===== src/rtl/smb_blk_pkg.sv =====
package smb_blk_pkg;

    typedef enum logic [2:0] {
        ST_IDLE,
        ST_TX_SEND,
        ST_RX_FILL,
        ST_DRAIN,
        ST_BW_HOLD,
        ST_BR_FETCH,
        ST_BR_HOLD,
        ST_BR_FINAL
    } xfer_state_e;

    typedef enum logic [1:0] {
        KIND_BR,
        KIND_FILL,
        KIND_BUF_TX,
        KIND_BW
    } start_kind_e;

    function automatic start_kind_e classify_start(
        input logic buffered,
        input logic rd,
        input logic i2c_rd
    );
        if (i2c_rd || (!buffered && rd)) begin
            return KIND_BR;
        end else if (buffered && rd) begin
            return KIND_FILL;
        end else if (buffered) begin
            return KIND_BUF_TX;
        end
        return KIND_BW;
    endfunction

endpackage


===== src/rtl/smb_blk_buf.sv =====
module smb_blk_buf #(
    parameter int DEPTH = 32,
    parameter int DW    = 8,
    localparam int AW   = $clog2(DEPTH)
) (
    input  logic          clk,
    input  logic          we_i,
    input  logic [AW-1:0] waddr_i,
    input  logic [DW-1:0] wdata_i,
    input  logic [AW-1:0] raddr_i,
    output logic [DW-1:0] rdata_o
);

    logic [DW-1:0] entry_q [DEPTH];

    for (genvar e = 0; e < DEPTH; e++) begin : g_entry
        always_ff @(posedge clk) begin
            if (we_i && (waddr_i == AW'(e))) begin
                entry_q[e] <= wdata_i;
            end
        end
    end

    assign rdata_o = entry_q[raddr_i];

endmodule


===== src/rtl/smb_blk_ctrl.sv =====
module smb_blk_ctrl
    import smb_blk_pkg::*;
#(
    parameter int DEPTH = 32,
    parameter int DW    = 8,
    parameter int CW    = 8,
    localparam int AW   = $clog2(DEPTH),
    localparam int IW   = AW + 1
) (
    input  logic          clk,
    input  logic          rst_n,
    input  logic          start_i,
    input  logic          buffered_i,
    input  logic          read_i,
    input  logic          i2c_rd_i,
    input  logic          last_byte_i,
    input  logic          cnt_we_i,
    input  logic [CW-1:0] cnt_wdata_i,
    input  logic          blk_we_i,
    input  logic [DW-1:0] blk_wdata_i,
    input  logic          blk_re_i,
    input  logic          bd_clr_i,
    input  logic          tx_ready_i,
    input  logic          rx_valid_i,
    input  logic [DW-1:0] rx_data_i,
    input  logic          rx_last_i,
    input  logic [DW-1:0] buf_rdata_i,
    output logic          buf_we_o,
    output logic [AW-1:0] buf_waddr_o,
    output logic [DW-1:0] buf_wdata_o,
    output logic [AW-1:0] buf_raddr_o,
    output logic [DW-1:0] blk_rdata_o,
    output logic          busy_o,
    output logic          byte_done_o,
    output logic          done_o,
    output logic          dev_err_o,
    output logic [CW-1:0] count_o,
    output logic          tx_valid_o,
    output logic          tx_last_o,
    output logic          rx_ready_o,
    output logic          stop_o
);

    xfer_state_e state_q, state_d;

    logic [IW-1:0] idx_q, idx_d;
    logic [CW-1:0] cnt_q, cnt_d;
    logic [DW-1:0] hold_q, hold_d;
    logic          busy_q, busy_d;
    logic          bd_q, bd_d;
    logic          done_q, done_d;
    logic          err_q, err_d;
    logic          i2c_q, i2c_d;

    logic [IW-1:0] idx_eff;
    logic [IW-1:0] idx_inc;
    logic [IW-1:0] idx_step;
    logic [IW-1:0] idx_step_w;
    logic [IW-1:0] idx_base;
    logic          br_state;
    logic          unfinished;
    logic          stop_c;
    logic          we_c;
    logic [AW-1:0] waddr_c;
    logic [DW-1:0] wdata_c;
    start_kind_e   kind;

    function automatic logic [IW-1:0] wrap_idx(input logic [IW-1:0] v);
        return (v >= IW'(DEPTH)) ? '0 : v;
    endfunction

    assign idx_eff    = wrap_idx(idx_q);
    assign idx_inc    = idx_eff + 1'b1;
    assign idx_step   = idx_q + 1'b1;
    assign idx_step_w = wrap_idx(idx_step);
    assign br_state   = (state_q == ST_BR_FETCH) || (state_q == ST_BR_HOLD) ||
                        (state_q == ST_BR_FINAL);
    assign unfinished = (state_q != ST_IDLE);
    assign idx_base   = unfinished ? '0 : idx_q;
    assign kind       = classify_start(buffered_i, read_i, i2c_rd_i);

    // state register
    always_ff @(posedge clk or negedge rst_n) begin
        if (!rst_n) begin
            state_q <= ST_IDLE;
        end else begin
            state_q <= state_d;
        end
    end

    // next state and datapath updates
    always_comb begin
        state_d = state_q;
        idx_d   = idx_q;
        cnt_d   = cnt_q;
        hold_d  = hold_q;
        busy_d  = busy_q;
        bd_d    = bd_q;
        done_d  = done_q;
        err_d   = err_q;
        i2c_d   = i2c_q;
        stop_c  = 1'b0;
        we_c    = 1'b0;
        waddr_c = idx_eff[AW-1:0];
        wdata_c = blk_wdata_i;

        unique case (state_q)
            ST_IDLE: begin
                if (blk_we_i) begin
                    if (buffered_i) begin
                        we_c  = 1'b1;
                        idx_d = idx_inc;
                    end else begin
                        hold_d = blk_wdata_i;
                    end
                end
                if (blk_re_i && buffered_i) begin
                    idx_d = idx_inc;
                end
                if (cnt_we_i) begin
                    cnt_d = cnt_wdata_i;
                end
            end
            ST_TX_SEND: begin
                if (tx_ready_i) begin
                    if (CW'(idx_inc) == cnt_q) begin
                        state_d = ST_IDLE;
                        idx_d   = '0;
                        busy_d  = 1'b0;
                        done_d  = 1'b1;
                    end else begin
                        idx_d = idx_inc;
                    end
                end
            end
            ST_RX_FILL: begin
                if (rx_valid_i) begin
                    we_c    = 1'b1;
                    wdata_c = rx_data_i;
                    idx_d   = idx_inc;
                    if (rx_last_i) begin
                        cnt_d   = CW'(idx_inc);
                        idx_d   = '0;
                        done_d  = 1'b1;
                        state_d = ST_DRAIN;
                    end
                end
            end
            ST_DRAIN: begin
                if (blk_re_i) begin
                    if (CW'(idx_inc) == cnt_q) begin
                        state_d = ST_IDLE;
                        idx_d   = '0;
                        busy_d  = 1'b0;
                    end else begin
                        idx_d = idx_inc;
                    end
                end
            end
            ST_BW_HOLD: begin
                if (blk_we_i) begin
                    hold_d = blk_wdata_i;
                end
                if (bd_clr_i) begin
                    bd_d = 1'b0;
                    if (CW'(idx_step) == cnt_q) begin
                        idx_d   = '0;
                        state_d = ST_TX_SEND;
                    end else begin
                        idx_d   = idx_step_w;
                        we_c    = 1'b1;
                        waddr_c = idx_step_w[AW-1:0];
                        wdata_c = hold_q;
                        bd_d    = 1'b1;
                    end
                end
            end
            ST_BR_FETCH: begin
                if (rx_valid_i) begin
                    hold_d  = rx_data_i;
                    bd_d    = 1'b1;
                    state_d = ST_BR_HOLD;
                end
            end
            ST_BR_HOLD: begin
                if (bd_clr_i) begin
                    bd_d    = 1'b0;
                    idx_d   = idx_step_w;
                    state_d = last_byte_i ? ST_BR_FINAL : ST_BR_FETCH;
                end
            end
            ST_BR_FINAL: begin
                if (rx_valid_i) begin
                    hold_d  = rx_data_i;
                    done_d  = 1'b1;
                    busy_d  = 1'b0;
                    idx_d   = '0;
                    stop_c  = i2c_q;
                    state_d = ST_IDLE;
                end
            end
        endcase

        if (start_i) begin
            we_c   = 1'b0;
            stop_c = br_state && i2c_q;
            done_d = 1'b0;
            err_d  = 1'b0;
            bd_d   = 1'b0;
            i2c_d  = i2c_rd_i;
            idx_d  = '0;
            unique case (kind)
                KIND_BR: begin
                    busy_d  = 1'b1;
                    state_d = ST_BR_FETCH;
                end
                KIND_FILL: begin
                    busy_d  = 1'b1;
                    state_d = ST_RX_FILL;
                end
                KIND_BUF_TX: begin
                    if (CW'(idx_base) != cnt_q) begin
                        err_d   = 1'b1;
                        busy_d  = 1'b0;
                        state_d = ST_IDLE;
                    end else if (cnt_q == '0) begin
                        done_d  = 1'b1;
                        busy_d  = 1'b0;
                        state_d = ST_IDLE;
                    end else begin
                        busy_d  = 1'b1;
                        state_d = ST_TX_SEND;
                    end
                end
                KIND_BW: begin
                    we_c    = 1'b1;
                    waddr_c = '0;
                    wdata_c = hold_q;
                    busy_d  = 1'b1;
                    bd_d    = 1'b1;
                    state_d = ST_BW_HOLD;
                end
            endcase
        end
    end

    // datapath and status registers
    always_ff @(posedge clk or negedge rst_n) begin
        if (!rst_n) begin
            idx_q  <= '0;
            cnt_q  <= '0;
            hold_q <= '0;
            busy_q <= 1'b0;
            bd_q   <= 1'b0;
            done_q <= 1'b0;
            err_q  <= 1'b0;
            i2c_q  <= 1'b0;
        end else begin
            idx_q  <= idx_d;
            cnt_q  <= cnt_d;
            hold_q <= hold_d;
            busy_q <= busy_d;
            bd_q   <= bd_d;
            done_q <= done_d;
            err_q  <= err_d;
            i2c_q  <= i2c_d;
        end
    end

    // outputs
    always_comb begin
        tx_valid_o  = (state_q == ST_TX_SEND);
        tx_last_o   = tx_valid_o && (CW'(idx_inc) == cnt_q);
        rx_ready_o  = (state_q == ST_RX_FILL) || (state_q == ST_BR_FETCH) ||
                      (state_q == ST_BR_FINAL);
        blk_rdata_o = (!buffered_i || br_state) ? hold_q : buf_rdata_i;
        buf_we_o    = we_c;
        buf_waddr_o = waddr_c;
        buf_wdata_o = wdata_c;
        buf_raddr_o = idx_eff[AW-1:0];
        busy_o      = busy_q;
        byte_done_o = bd_q;
        done_o      = done_q;
        dev_err_o   = err_q;
        count_o     = cnt_q;
        stop_o      = stop_c;
    end

endmodule


===== src/rtl/smb_blk_engine.sv =====
module smb_blk_engine #(
    parameter int DEPTH = 32,
    parameter int DW    = 8,
    localparam int AW   = $clog2(DEPTH)
) (
    input  logic          clk,
    input  logic          rst_n,
    input  logic          start_i,
    input  logic          buffered_i,
    input  logic          read_i,
    input  logic          i2c_rd_i,
    input  logic          last_byte_i,
    input  logic          cnt_we_i,
    input  logic [DW-1:0] cnt_wdata_i,
    input  logic          blk_we_i,
    input  logic [DW-1:0] blk_wdata_i,
    input  logic          blk_re_i,
    output logic [DW-1:0] blk_rdata_o,
    input  logic          bd_clr_i,
    output logic          busy_o,
    output logic          byte_done_o,
    output logic          done_o,
    output logic          dev_err_o,
    output logic [DW-1:0] count_o,
    output logic          tx_valid_o,
    output logic [DW-1:0] tx_data_o,
    output logic          tx_last_o,
    input  logic          tx_ready_i,
    input  logic          rx_valid_i,
    input  logic [DW-1:0] rx_data_i,
    input  logic          rx_last_i,
    output logic          rx_ready_o,
    output logic          stop_o
);

    logic          buf_we;
    logic [AW-1:0] buf_waddr;
    logic [DW-1:0] buf_wdata;
    logic [AW-1:0] buf_raddr;
    logic [DW-1:0] buf_rdata;

    smb_blk_buf #(.DEPTH(DEPTH), .DW(DW)) u_buf (
        .clk     (clk),
        .we_i    (buf_we),
        .waddr_i (buf_waddr),
        .wdata_i (buf_wdata),
        .raddr_i (buf_raddr),
        .rdata_o (buf_rdata)
    );

    smb_blk_ctrl #(.DEPTH(DEPTH), .DW(DW), .CW(DW)) u_ctrl (
        .clk         (clk),
        .rst_n       (rst_n),
        .start_i     (start_i),
        .buffered_i  (buffered_i),
        .read_i      (read_i),
        .i2c_rd_i    (i2c_rd_i),
        .last_byte_i (last_byte_i),
        .cnt_we_i    (cnt_we_i),
        .cnt_wdata_i (cnt_wdata_i),
        .blk_we_i    (blk_we_i),
        .blk_wdata_i (blk_wdata_i),
        .blk_re_i    (blk_re_i),
        .bd_clr_i    (bd_clr_i),
        .tx_ready_i  (tx_ready_i),
        .rx_valid_i  (rx_valid_i),
        .rx_data_i   (rx_data_i),
        .rx_last_i   (rx_last_i),
        .buf_rdata_i (buf_rdata),
        .buf_we_o    (buf_we),
        .buf_waddr_o (buf_waddr),
        .buf_wdata_o (buf_wdata),
        .buf_raddr_o (buf_raddr),
        .blk_rdata_o (blk_rdata_o),
        .busy_o      (busy_o),
        .byte_done_o (byte_done_o),
        .done_o      (done_o),
        .dev_err_o   (dev_err_o),
        .count_o     (count_o),
        .tx_valid_o  (tx_valid_o),
        .tx_last_o   (tx_last_o),
        .rx_ready_o  (rx_ready_o),
        .stop_o      (stop_o)
    );

    assign tx_data_o = buf_rdata;

endmodule


===== config.mk =====
export PLATFORM = sky130hd
export DESIGN_NAME = smb_blk_engine
export DESIGN_NICKNAME = d
export VERILOG_FILES = /design/src/rtl/smb_blk_pkg.sv /design/src/rtl/smb_blk_buf.sv /design/src/rtl/smb_blk_ctrl.sv /design/src/rtl/smb_blk_engine.sv
export SDC_FILE = /design/constraint.sdc
export NUM_CORES = 1
export LEC_CHECK = 0
export CAP_MARGIN = 10
export CELL_PAD_IN_SITES_DETAIL_PLACEMENT = 1
export CELL_PAD_IN_SITES_GLOBAL_PLACEMENT = 1
export CORE_ASPECT_RATIO = 1.25
export CORE_MARGIN = 2
export CORE_UTILIZATION = 50
export CTS_CLUSTER_DIAMETER = 200
export CTS_CLUSTER_SIZE = 30
export DETAILED_ROUTE_END_ITERATION = 16
export DONT_BUFFER_PORTS = 1
export PLACE_DENSITY_LB_ADDON = 0.05
export SLEW_MARGIN = 15
export SYNTH_ARGS = -nofsm -noshare
export SYNTH_HDL_FRONTEND = slang
export SYNTH_SLANG_ARGS = --single-unit

===== constraint.sdc =====
create_clock -name clk -period 9.5 [get_ports clk]
set_input_delay 1.425 -clock clk [delete_from_list [all_inputs] [get_ports clk]]
set_output_delay 1.425 -clock clk [all_outputs]
set_load 0.02 [all_outputs]

==> results.ini <==
[placed_design]
portBuffers = 0
gp_congestion = 0.935
dp_hpwl_mm = 27.0
dp_slack_ps = 4010

[timing]
worst_pin_slew_ps = 1160
post-route-period-util_pct = 64.5
min_period_ps = 6130
relSlewSlack_pct = 22.2
finalSetupTns_ps = 0
fin_skew_ps = 45.1
slew_violations = 0
finalSetupViolCount = 0
rsz0062_at_grt = false
fmax_mhz = 163
worst_slack_ps = 3370
hold_viol_final = 0

[clock_network]
numCtsBuffers = 13
h-tree-depth = 1
cts.repair.resized = 0
cts_sinks = 286
path_clk_slew_ps = 140
post-cts-setup-buffer-count = 0
holdBufCountCts = 0
cts-root-buf = clkbuf_16
insertion_delay_ps = 520
cts_tree = done
clk_path_buf_depth = 3

[critical_path]
crit_slowest_cell = dfrtp_1
cp_data_arrival_time_ps = 4700
path_cells = nand2_1 > inv_2 > ha_1 > nand3_1 > mux2i_1 > xor2_1 > nand4_1 > or3_1 > inv_1
path_class = reg -> out
cp.buffers_inverters = 2
cp_max_fo = 25
start_kind = register
cp.required_ps = 8080
endpoint_kind = output pin
crit_family = simple AND/OR/NAND/NOR gates
slowest_delay_ps = 1010

[worst_hold_path]
hold_class = reg -> reg

[layout]
multi_input_area_sq_mm = 0.00481
mostFrequentLayoutCells = edfxtp_1 (256), nand2_1 (52), nor2_1 (50)
drive_gt1_share_pct = 14.8
final_common_cell = edfxtp_1
nets = 970
areaGrowthSynthToFinish_pct = 5.55
diodes = 0
n_fill_cell = 2534
final-seq-area_sq_mm = 0.00844

[logic_synthesis]
synth-edff-count = 256
syn_avg_cell_area_sq_um = 14.2
ys_async_sr_fraction_pct = 10.5
synth_flop_cell = edfxtp_1
synth_cell_types = 87
syn_nets = 1000
synthCells = 954
ys_ff_latch = 286
synth-seq-area-share_pct = 62.3
netlist_area_sq_mm = 0.0136
yosys_warnings = 0

[floorplan]
die_area_sq_mm = 0.0284
die_w_um = 151
io_pins = 70
coreArea_sq_mm = 0.0267
die_h_um = 188
floorplan.initialDensity_pct = 50.7
num_rows = 67

[global_routing]
gr-usage-all-layers_pct = 27.9
grt_pass1_vias = 8987
globalRouteOverflowTotal = 0
grt_max_degree = 44
antenna_found_initial = 0
grt_pass1_wl_mm = 58.5

[power]
ir_drop_v = 0.000206
p_per_area_mw_per_mm2 = 287
power_mw = 4.10
p_leak_nw = 4.68

[detailed_routing]
first_pass_iters = 5
wl_mm = 39.0
routed_via_density = 6.71
wl_per_cell_um = 30.6
drt_iter0_markers = 676
via_count = 8549
drc_errors = 0
drtAntennaViolNets = 0

[job]
drv_cap = 0

[run_status]
outcome = completed

[where the power goes]
part,internal [mW],total (mW),switching (mW)
logic,0.548,1.69,1.14
clock network,0.265,0.651,0.386
registers,1.60,1.77,0.163
total,2.42,4.10,1.69
[cell type report]
cell class | instances | share of cell area (%)
inverters | 23 | 0.656
clock buffers | 20 | 2.46
well taps | 345 | 3.02
clock inverters | 1 | 0.114
multi-input cells | 579 | 33.6
flip-flops and latches | 286 | 59.0
repair buffers | 21 | 1.10
[sequential cells by signal, summed over array words and instances (netlist names)]
register	cells
u_ctrl.byte_done_o	1
u_ctrl.i2c_q	1
u_ctrl.count_o	8
u_ctrl.idx_q	6
u_ctrl.busy_o	1
u_ctrl.done_o	1
u_ctrl.dev_err_o	1
u_ctrl.state_q	3
u_buf.entry_q	256
u_ctrl.hold_q	8
[path summary, 6_finish.rpt]
path	from	to	slack [ps]	cells past startpoint
worst min-delay path	u_ctrl.i2c_q	u_ctrl.i2c_q	530	1
worst min register to register	u_ctrl.i2c_q	u_ctrl.i2c_q	530	1
worst max register to register	u_ctrl.idx_q[0]	u_buf.entry_q[5][4]	4210	9
max in group asynchronous	rst_n	u_ctrl.count_o[0]	8820	0
worst max-delay path	u_ctrl.idx_q[1]	tx_last_o	3370	9
min in group asynchronous	rst_n	u_ctrl.count_o[7]	580	0
[routing by layer]
| layer | vias to the layer above | track usage (%) | share of wire, % |
|---|---|---|---|
| met5 | - | 0 | 0 |
| met4 | 0 | 9.45 | 3.9 |
| met3 | 78 | 3.65 | 5.5 |
| met2 | 322 | 47.9 | 51 |
| met1 | 4431 | 36.5 | 39 |
| li1 | 3718 | - | - |
[stage by stage]
stage	hold slack [ps]	utilization, %	cell area, sq um	instances
after detailed placement	502	52.0	13900	1254
after CTS	534	53.4	14300	1275
after floorplan	467	-	13600	954
after global placement	505	52.0	13900	1254
final	531	53.5	14300	1275
after global routing	543	53.5	14300	1275
[synthesized netlist by cell type, types with 24 or more instances]
| master | count | area share, % |
|---|---|---|
| o21ai_0 | 29 | 1.1 |
| clkbuf_1 | 31 | 0.86 |
| mux4_2 | 39 | 6.5 |
| a21oi_1 | 42 | 1.6 |
| nor3_1 | 39 | 1.4 |
| nor2_1 | 50 | 1.4 |
| nand2_1 | 52 | 1.4 |
| edfxtp_1 | 256 | 57 |
| dfrtp_1 | 30 | 5.5 |
| a221oi_1 | 25 | 1.6 |
| buf_2 | 24 | 0.89 |
| mux2i_1 | 43 | 3.2 |
[worst reg2reg max path, stage by stage (launching register included)]
cell,delay [ps]
dfrtp_4,810
buf_4,710
inv_2,300
ha_1,480
xor2_1,300
nor4_4,80
o2111a_2,220
nor2_2,590
a311oi_4,400
nor3_1,1020
[kinds of logic (layout without fill, tap and decap cells)]
group / count (synthesis) / in the layout / share of synthesized area [%]
AOI/OAI and AO/OA: 225 / 225 / 12.5
buffers and inverters: 89 / 65 / 3.01
muxes: 104 / 104 / 11.6
DFF: 286 / 286 / 62.3
adders and majority gates: 8 / 8 / 0.739
and+or+nand+nor: 223 / 223 / 8.39
xor gates and xnor gates: 19 / 19 / 1.44
No activity file was read; power rests on OpenSTA's default activity.
